===== config.mk =====
export PLATFORM = sky130hd
export DESIGN_NAME = sec_dbg_ctrl_reg
export DESIGN_NICKNAME = d
export VERILOG_FILES = /design/src/rtl/sdc_pkg.sv /design/src/rtl/sdc_access_gate.sv /design/src/rtl/sdc_field_store.sv /design/src/rtl/sdc_perm_net.sv /design/src/rtl/sec_dbg_ctrl_reg.sv
export SDC_FILE = /design/constraint.sdc
export NUM_CORES = 1
export LEC_CHECK = 0
export CAP_MARGIN = 20
export CORE_MARGIN = 3
export CORE_UTILIZATION = 26
export DETAILED_ROUTE_END_ITERATION = 10
export PLACE_DENSITY = 0.93
export SLEW_MARGIN = 10
export SYNTH_ARGS = -nofsm -noshare
export SYNTH_HDL_FRONTEND = slang
export SYNTH_SLANG_ARGS = --single-unit

===== constraint.sdc =====
create_clock -name clk -period 3.2 [get_ports clk]
set_clock_uncertainty 0.1 [all_clocks]
set_input_delay 0.96 -clock clk [delete_from_list [all_inputs] [get_ports clk]]
set_output_delay 0.96 -clock clk [all_outputs]
set_load 0.05 [all_outputs]

===== src/rtl/sdc_pkg.sv =====
package sdc_pkg;
    localparam int DATA_W       = 32;
    localparam int POS_PMU_DIS  = 21;
    localparam int POS_BPWP_DIS = 20;
    localparam int POS_CNT_EN   = 17;
    localparam int POS_MODE_LO  = 14;
    localparam int MODE_W       = 2;

    localparam logic [DATA_W-1:0] FIELD_MASK =
        (DATA_W'(1) << POS_PMU_DIS) |
        (DATA_W'(1) << POS_BPWP_DIS) |
        (DATA_W'(1) << POS_CNT_EN) |
        (DATA_W'((1 << MODE_W) - 1) << POS_MODE_LO);

    typedef enum logic [MODE_W-1:0] {
        MODE_LEGACY = 2'b00,
        MODE_RSVD   = 2'b01,
        MODE_OFF    = 2'b10,
        MODE_ON     = 2'b11
    } priv_mode_e;

    typedef struct packed {
        logic       pmu_dis;
        logic       bpwp_dis;
        logic       cnt_en;
        priv_mode_e mode;
    } sdc_fields_t;
endpackage


===== src/rtl/sdc_access_gate.sv =====
module sdc_access_gate #(
    parameter logic [3:0] CP_NUM  = 4'd15,
    parameter logic [2:0] OP1_VAL = 3'd0,
    parameter logic [3:0] CRN_VAL = 4'd1,
    parameter logic [3:0] CRM_VAL = 4'd3,
    parameter logic [2:0] OP2_VAL = 3'd1
) (
    input  logic [3:0] acc_cp,
    input  logic [2:0] acc_op1,
    input  logic [3:0] acc_crn,
    input  logic [3:0] acc_crm,
    input  logic [2:0] acc_op2,
    input  logic [1:0] cur_el,
    input  logic       ns_state,
    output logic       grant
);
    logic enc_hit;
    logic level_ok;

    always_comb begin
        enc_hit  = (acc_cp == CP_NUM) && (acc_op1 == OP1_VAL) &&
                   (acc_crn == CRN_VAL) && (acc_crm == CRM_VAL) &&
                   (acc_op2 == OP2_VAL);
        // EL3 regardless of security bit; EL1 only when Secure
        level_ok = (cur_el == 2'd3) || ((cur_el == 2'd1) && !ns_state);
        grant    = enc_hit && level_ok;
    end
endmodule


===== src/rtl/sdc_field_store.sv =====
module sdc_field_store
    import sdc_pkg::*;
#(
    parameter logic [DATA_W-1:0] RESET_VAL = '0
) (
    input  logic              clk,
    input  logic              rst_n,
    input  logic              acc_valid,
    input  logic              acc_write,
    input  logic              grant,
    input  logic [DATA_W-1:0] acc_wdata,
    output logic [DATA_W-1:0] acc_rdata,
    output logic              acc_undef,
    output sdc_fields_t       fields
);
    typedef struct packed {
        logic [DATA_W-1:0] cfg;
        logic [DATA_W-1:0] rdata;
        logic              undef;
    } store_t;

    store_t st_d, st_q;

    always_comb begin
        st_d       = st_q;
        st_d.rdata = '0;
        st_d.undef = acc_valid && !grant;
        if (acc_valid && grant) begin
            if (acc_write) begin
                st_d.cfg = acc_wdata & FIELD_MASK;
            end else begin
                st_d.rdata = st_q.cfg;
            end
        end
    end

    always_ff @(posedge clk or negedge rst_n) begin
        if (!rst_n) begin
            st_q.cfg   <= RESET_VAL & FIELD_MASK;
            st_q.rdata <= '0;
            st_q.undef <= 1'b0;
        end else begin
            st_q <= st_d;
        end
    end

    always_comb begin
        acc_rdata       = st_q.rdata;
        acc_undef       = st_q.undef;
        fields.pmu_dis  = st_q.cfg[POS_PMU_DIS];
        fields.bpwp_dis = st_q.cfg[POS_BPWP_DIS];
        fields.cnt_en   = st_q.cfg[POS_CNT_EN];
        fields.mode     = priv_mode_e'(st_q.cfg[POS_MODE_LO +: MODE_W]);
    end


    reserved_zero_chk: assert property (@(posedge clk) disable iff (!rst_n)
        (st_q.cfg & ~FIELD_MASK) == '0);


    refused_keeps_cfg_chk: assert property (@(posedge clk) disable iff (!rst_n)
        st_q.undef |-> (st_q.cfg == $past(st_q.cfg)));


    refused_zero_data_chk: assert property (@(posedge clk) disable iff (!rst_n)
        st_q.undef |-> (st_q.rdata == '0));
endmodule


===== src/rtl/sdc_perm_net.sv =====
module sdc_perm_net
    import sdc_pkg::*;
(
    input  logic        clk,
    input  logic        rst_n,
    input  sdc_fields_t fields,
    input  logic        ns_state,
    input  logic        auth_sec_dbg,
    input  logic        auth_ns_dbg,
    input  logic        auth_sec_cnt,
    input  logic        auth_ext_ovr,
    input  logic        sec_user_dbg_req,
    output logic        sec_priv_dbg_en,
    output logic        sec_user_dbg_en,
    output logic        cur_priv_dbg_en,
    output logic        swbkpt_dbg_en,
    output logic        sec_count_en,
    output logic        ext_bpwp_access,
    output logic        ext_pmu_access
);
    always_comb begin
        unique case (fields.mode)
            MODE_ON:  sec_priv_dbg_en = 1'b1;
            MODE_OFF: sec_priv_dbg_en = 1'b0;
            default:  sec_priv_dbg_en = auth_sec_dbg; // legacy and reserved
        endcase
        sec_user_dbg_en = sec_priv_dbg_en || sec_user_dbg_req;
        cur_priv_dbg_en = ns_state ? auth_ns_dbg : sec_priv_dbg_en;
        swbkpt_dbg_en   = 1'b1;
        sec_count_en    = fields.cnt_en || auth_sec_cnt;
        ext_bpwp_access = !fields.bpwp_dis || auth_ext_ovr;
        ext_pmu_access  = !fields.pmu_dis || auth_ext_ovr;
    end


    user_follows_priv_chk: assert property (@(posedge clk) disable iff (!rst_n)
        sec_priv_dbg_en |-> sec_user_dbg_en);


    mode_off_blocks_chk: assert property (@(posedge clk) disable iff (!rst_n)
        (fields.mode == MODE_OFF && !ns_state) |-> !cur_priv_dbg_en);


    pmu_override_chk: assert property (@(posedge clk) disable iff (!rst_n)
        auth_ext_ovr |-> (ext_pmu_access && ext_bpwp_access));
endmodule


===== src/rtl/sec_dbg_ctrl_reg.sv =====
module sec_dbg_ctrl_reg
    import sdc_pkg::*;
#(
    parameter logic [DATA_W-1:0] RESET_VAL = '0
) (
    input  logic              clk,
    input  logic              rst_n,
    input  logic              acc_valid,
    input  logic              acc_write,
    input  logic [3:0]        acc_cp,
    input  logic [2:0]        acc_op1,
    input  logic [3:0]        acc_crn,
    input  logic [3:0]        acc_crm,
    input  logic [2:0]        acc_op2,
    input  logic [DATA_W-1:0] acc_wdata,
    input  logic [1:0]        cur_el,
    input  logic              ns_state,
    input  logic              auth_sec_dbg,
    input  logic              auth_ns_dbg,
    input  logic              auth_sec_cnt,
    input  logic              auth_ext_ovr,
    input  logic              sec_user_dbg_req,
    output logic [DATA_W-1:0] acc_rdata,
    output logic              acc_undef,
    output logic              sec_priv_dbg_en,
    output logic              sec_user_dbg_en,
    output logic              cur_priv_dbg_en,
    output logic              swbkpt_dbg_en,
    output logic              sec_count_en,
    output logic              ext_bpwp_access,
    output logic              ext_pmu_access
);
    logic        grant;
    sdc_fields_t fields;

    sdc_access_gate u_gate (
        .acc_cp   (acc_cp),
        .acc_op1  (acc_op1),
        .acc_crn  (acc_crn),
        .acc_crm  (acc_crm),
        .acc_op2  (acc_op2),
        .cur_el   (cur_el),
        .ns_state (ns_state),
        .grant    (grant)
    );

    sdc_field_store #(.RESET_VAL(RESET_VAL)) u_store (
        .clk       (clk),
        .rst_n     (rst_n),
        .acc_valid (acc_valid),
        .acc_write (acc_write),
        .grant     (grant),
        .acc_wdata (acc_wdata),
        .acc_rdata (acc_rdata),
        .acc_undef (acc_undef),
        .fields    (fields)
    );

    sdc_perm_net u_perm (
        .clk              (clk),
        .rst_n            (rst_n),
        .fields           (fields),
        .ns_state         (ns_state),
        .auth_sec_dbg     (auth_sec_dbg),
        .auth_ns_dbg      (auth_ns_dbg),
        .auth_sec_cnt     (auth_sec_cnt),
        .auth_ext_ovr     (auth_ext_ovr),
        .sec_user_dbg_req (sec_user_dbg_req),
        .sec_priv_dbg_en  (sec_priv_dbg_en),
        .sec_user_dbg_en  (sec_user_dbg_en),
        .cur_priv_dbg_en  (cur_priv_dbg_en),
        .swbkpt_dbg_en    (swbkpt_dbg_en),
        .sec_count_en     (sec_count_en),
        .ext_bpwp_access  (ext_bpwp_access),
        .ext_pmu_access   (ext_pmu_access)
    );


    low_levels_refused_chk: assert property (@(posedge clk) disable iff (!rst_n)
        (acc_valid && (cur_el == 2'd0 || cur_el == 2'd2)) |=> acc_undef);
endmodule


==> impl_metrics.yaml, run 1 <==
outcome:
  status: "complete, no violations"
clock_network:
  post_cts_buffers: 0
  cts-root-buf: "clkbuf_4"
  cts_made_buffers: 3
  cts_buffer_depth: 2
  numClockSinks: 11
  worstSkewPairLatency_ns: 0.25
  path_clk_slew_ns: 0.06
  ctsHtreeMaxLevel: 1
  cts_tree: "done"
final_layout:
  antenna_cells: 0
  drive_gt1_share_pct: 17.36
  final_cell_area_mm2: 0.001194
  nets: 184
  syn_to_final_growth_pct: 59.53
sta:
  setup_viol: 0
  drv_slew: 0
  hold_viol_final: 0
  rsz0062_at_grt: "false"
  fmax_mhz: 316.4
  finalCriticalPeriod_ns: 3.161
  final.setup.tns_ns: 0
  fin_crit_sh_pct: 98.78
power_and_ir_drop:
  p_per_area_mw_per_mm2: 315.2
  p_leak_nw: 0.5636
  clkPwrFrac_pct: 23.6
  pwr-share-seq_pct: 37.2
  finalPower_w: 0.0003762
  p_comb_share_pct: 39.2
  p_int_w: 0.0002364
  ir_drop_mv: 0.2050
  p_switching_w: 0.0001397
  sw_frac_of_total_pct: 37.15
yosys:
  avgSynthCellArea_um2: 10.39
  synth.top_cells.by_area: "dfrtp_1, buf_4, mux2_2"
  ys_types: 18
  netlist_instances: 72
  ys.warnings.count: 0
  synth_largest_area_cell: "dfrtp_1"
  ys_ff_latch: 11
  synth_seq_area_share_pct: 36.79
  yosysTopAreaCellShare_pct: 36.79
  syn_area_um2: 748.2
route:
  ant_nets: 0
  route.detailed.drc: 0
  dr.pass1.iters: 2
  dr_total_vias: 599
  wl_mm: 1.765
  drtIter0Drc: 11
  avgViaCountPerCell: 3.967
  wl_per_cell_um: 11.69
critical_path:
  crit_fanout: 3
  crit_path_end_kind: "primary output"
  crit_start: "auth_sec_dbg"
  criticalPathCategory: "input port to primary output"
  crit_required_ns: 2.14
  crit_arrival_ns: 2.10
  r2r-start: "u_store.fields[2]"
  start_kind: "input port"
placement:
  place.gp.congestion: 0.6293
  io_buffers: 46
  dpl.hpwl_mm: 1.614
  placed_area_mm2: 0.001164
die:
  ioPinCount: 102
  coreArea_mm2: 0.002613
  start_util_pct: 28.64
  dieHeight_um: 59.65
  dieArea_mm2: 0.003558
  die_w_um: 59.65
  core.rowCount: 18
global_routing:
  antenna_found_initial: 0
  track_usage_pct: 8.872
  grt_pass1_wl_mm: 2.346
  grt_pass1_vias: 557
  overflow: 0
  grt_start_max_net_pins: 12
worst_hold_path:
  worstHoldStart: "u_store.fields[0]"
  min_path_type: "register to register"
flow_run:
  max-cap-violations: 0
[sequential cells by signal (all words and copies together) (netlist names)]
register           cells
u_store.acc_rdata      5
u_store.fields         5
u_store.acc_undef      1
[cell type report]
cell class                      instances  area (um^2)
Multi-Input combinational cell         57        352.8
Clock buffer                            4        26.28
Tap cell                               30        37.54
Inverter                                2        7.507
Sequential cell                        11        275.3
Timing Repair Buffer                   47        494.2
Fill cell                             239         1419
[synthesized netlist by cell type]
library cell and count:
buf_4 28, dfrtp_1 11, and2_1 5, mux2_2 4, mux2_1 3, nand2b_1 3, nand3_1 3, and4bb_2 2
conb_1 2, inv_1 2, or2_2 2, and4_1 1, nor3_4 1, nor3b_1 1, nor4_1 1, nor4_2 1
o21ai_1 1, o31a_2 1
[power groups by stage]
stage          logic (W)  registers, W  clock network (W)
6_report        0.000148      0.000140          0.0000887
4_1_cts         0.000147      0.000140          0.0000932
2_1_floorplan   0.000117      0.000145                  0
3_5_place_dp    0.000147      0.000143                  0
5_1_grt         0.000153      0.000140           0.000102
3_3_place_gp    0.000145      0.000142                  0
[cell usage in the layout (no fill, tap or decap)]
cell type,instances
nor4_2,1
inv_1,2
clkdlybuf4s50_1,40
buf_12,3
nor3b_1,1
nand2b_1,3
nor4_1,1
and2_1,5
nand3_1,3
conb_1,28
o31a_2,1
mux2_2,4
and4bb_2,2
clkbuf_1,1
buf_6,1
mux2_1,3
dfrtp_1,11
o21ai_1,1
or2_2,2
and4_1,1
nor3_4,1
clkbuf_4,3
buf_4,3
[worst max-delay path, cell delays in order]
cell	delay, ns
clkdlybuf4s50_1	0.39
mux2_2	0.29
mux2_2	0.27
buf_4	0.19
[cell families (layout without fill, tap and decap cells)]
| group | after synthesis | count (layout) | share of synthesized area [%] |
|---|---|---|---|
| compound gates | 2 | 2 | 2.006 |
| simple gates | 20 | 20 | 20.57 |
| buf+inv | 30 | 53 | 29.10 |
| mux | 7 | 7 | 10.53 |
| other cells | 2 | 28 | 1.004 |
| flops | 11 | 11 | 36.79 |
[layer usage]
metal	global-route usage (%)	part of all wire, %
met1	8.058	28
met2	17.59	62
met3	1.307	7.6
met4	5.696	2.3
met5	0	0
[metrics by stage]
step | worst slack, ns | instances | util [%] | hold slack, ns
final | 0.03897 | 151 | 45.69 | 0.4183
after global routing | 0.007593 | 151 | 45.69 | 0.4378
after CTS | 0.01912 | 151 | 45.55 | 0.4173
after detailed placement | 0.02038 | 147 | 44.54 | 0.3957
after global placement | 0.01491 | 147 | 44.54 | 0.3824
after floorplan | 0.3541 | 98 | - | 0.3610
[final timing paths]
kind / end / slack [ns] / depth (start not counted)
hold / removal: u_store.fields[0] / 0.42 / 1
max in group asynchronous: u_store.acc_undef / 1.74 / 1
min in group asynchronous: u_store.acc_rdata[21] / 0.93 / 1
setup reg to reg: u_store.fields[2] / 2.30 / 1
setup / recovery: cur_priv_dbg_en / 0.04 / 4
hold reg to reg: u_store.fields[0] / 0.42 / 1
[repair_timing]
action	4_1_cts	5_1_grt
gates resized for setup	0	1
hold buffers	0	0
endpoints found under the setup margin	0	1
No activity file was read; power rests on OpenSTA's default activity.
==> run 2: changes to the inputs <==
Settings changed: SETUP_SLACK_MARGIN from default to 0.4.
==> run 2 against run 1 <==
  * Cell area rose by 3.9%
  * Combinational power increased by 3%
  * Global-route usage up 0.90 points
  * Die area unchanged
  * Register-to-register slack about the same
  * Non-clock buffer count did not move
  * Critical endpoint unchanged
==> impl_metrics.yaml, run 2 (synthesis gave the netlist of run 1 again) <==
power_and_ir_drop:
  p_per_area_mw_per_mm2: 308.0
  p_leak_nw: 0.6049
  p_comb_share_pct: 40.1
  ir_drop_mv: 0.2098
  sw_frac_of_total_pct: 37.01
  clkPwrFrac_pct: 23.3
  p_int_w: 0.0002406
  finalPower_w: 0.0003819
  p_switching_w: 0.0001413
  pwr-share-seq_pct: 36.6
sta:
  drv_slew: 0
  fin_crit_sh_pct: 87.67
  worst_hold_slack_ns: 0.4215
  layout_setup_ws_ns: 0.3944
  fmax_mhz: 356.4
  setup_viol: 0
  rsz0062_at_grt: "true"
  finalCriticalPeriod_ns: 2.806
  final.setup.tns_ns: 0
  hold_viol_final: 0
clock_network:
  cts_made_buffers: 3
  ctsHtreeMaxLevel: 1
  hold_buffers: 0
  post_cts_buffers: 0
  cts-root-buf: "clkbuf_4"
  cts_tree: "done"
  path_clk_slew_ns: 0.06
  worstSkewPairLatency_ns: 0.25
  cts_buffer_depth: 2
  numClockSinks: 11
global_routing:
  grt_pass1_wl_mm: 2.594
  overflow: 0
  grt_pass1_vias: 607
  antenna_found_initial: 0
  grt_start_max_net_pins: 12
  track_usage_pct: 9.768
placement:
  io_buffers: 46
  dpl.hpwl_mm: 1.623
  place.gp.congestion: 0.6925
  post-place-ws_ns: 0.04515
critical_path:
  crit_required_ns: 2.14
  crit_chain: "buf_6, mux2_4, mux2_4, buf_8"
  crit_fanout: 3
  ff2ff_setup_slack_ns: 2.30
  crit_top_cell: "mux2_4"
  slowest_stage: "mux2_4"
  criticalPathCategory: "input port to primary output"
  crit_path_end_kind: "primary output"
  max_stage_delay_ns: 0.27
  crit_arrival_ns: 1.75
  start_kind: "input port"
final_layout:
  final_common_cell: "clkdlybuf4s50_1"
  drive_gt1_share_pct: 20.66
  antenna_cells: 0
  syn_to_final_growth_pct: 65.72
  final_cell_mix: "clkdlybuf4s50_1, conb_1, dfrtp_1"
  nets: 184
route:
  wl_per_cell_um: 11.97
  dr.pass1.iters: 4
  wl_mm: 1.808
  route.detailed.drc: 0
  ant_nets: 0
  avgViaCountPerCell: 4.026
  dr_total_vias: 608
  drtIter0Drc: 14
die:
  ioPinCount: 102
  dieHeight_um: 59.65
  coreArea_mm2: 0.002613
  start_util_pct: 28.64
  dieArea_mm2: 0.003558
  die_w_um: 59.65
  core.rowCount: 18
outcome:
  status: "complete, no violations"
flow_run:
  max-cap-violations: 0
worst_hold_path:
  min_path_type: "register to register"
## run 2: layout make-up
| class | count | area (um^2) |
|---|---|---|
| clock buffers | 4 | 26.28 |
| fillers | 244 | 1373 |
| inverters | 2 | 7.507 |
| multi-input cells | 57 | 380.4 |
| flip-flops and latches | 11 | 275.3 |
| well taps | 30 | 37.54 |
| repair buffers | 47 | 513.0 |
## run 2: power groups by stage
stage / Clock [W] / Sequential, W / Combinational [W]
after floorplan: 0 / 0.000145 / 0.000119
after global placement: 0 / 0.000142 / 0.000146
after detailed placement: 0 / 0.000142 / 0.000148
after CTS: 0.0000925 / 0.000140 / 0.000151
after global routing: 0.0000991 / 0.000140 / 0.000160
final: 0.0000888 / 0.000140 / 0.000153
## run 2: metal layers
layer | global-route usage (%) | wire length [um] | vias to the layer above | part of all wire [%]
met4 | 3.797 | 19 | 0 | 1.1
met1 | 7.937 | 412 | 294 | 23
met5 | 0 | 0 | - | 0
li1 | - | - | 284 | -
met3 | 2.614 | 128 | 2 | 7.1
met2 | 20.83 | 1246 | 28 | 69
## run 2: final timing paths
kind / start / end / depth (start not counted)
hold / removal: u_store.fields[0] / u_store.fields[0] / 1
min in group asynchronous: rst_n / u_store.acc_rdata[20] / 1
hold reg to reg: u_store.fields[0] / u_store.fields[0] / 1
setup / recovery: auth_sec_dbg / cur_priv_dbg_en / 4
max in group asynchronous: rst_n / u_store.fields[3] / 1
setup reg to reg: u_store.fields[3] / u_store.fields[3] / 1
## run 2: per-stage QoR
stage	area [um^2]	instances	utilization [%]
6_report	1240	151	47.46
5_1_grt	1240	151	47.46
4_1_cts	1220	151	46.70
3_5_place_dp	1170	147	44.78
3_3_place_gp	1170	147	44.78
2_1_floorplan	852.1	98	-
## run 2: critical path, delay by kind of cell
kind	cells	cell delay, ns
mux	2	0.54
buf+inv	2	0.24
## run 2: what timing repair did
action | CTS | global route
pin swaps | 0 | 1
endpoints found under the hold margin | 0 | 0
resized for setup | 15 | 4
endpoints found under the setup margin | 5 | 3
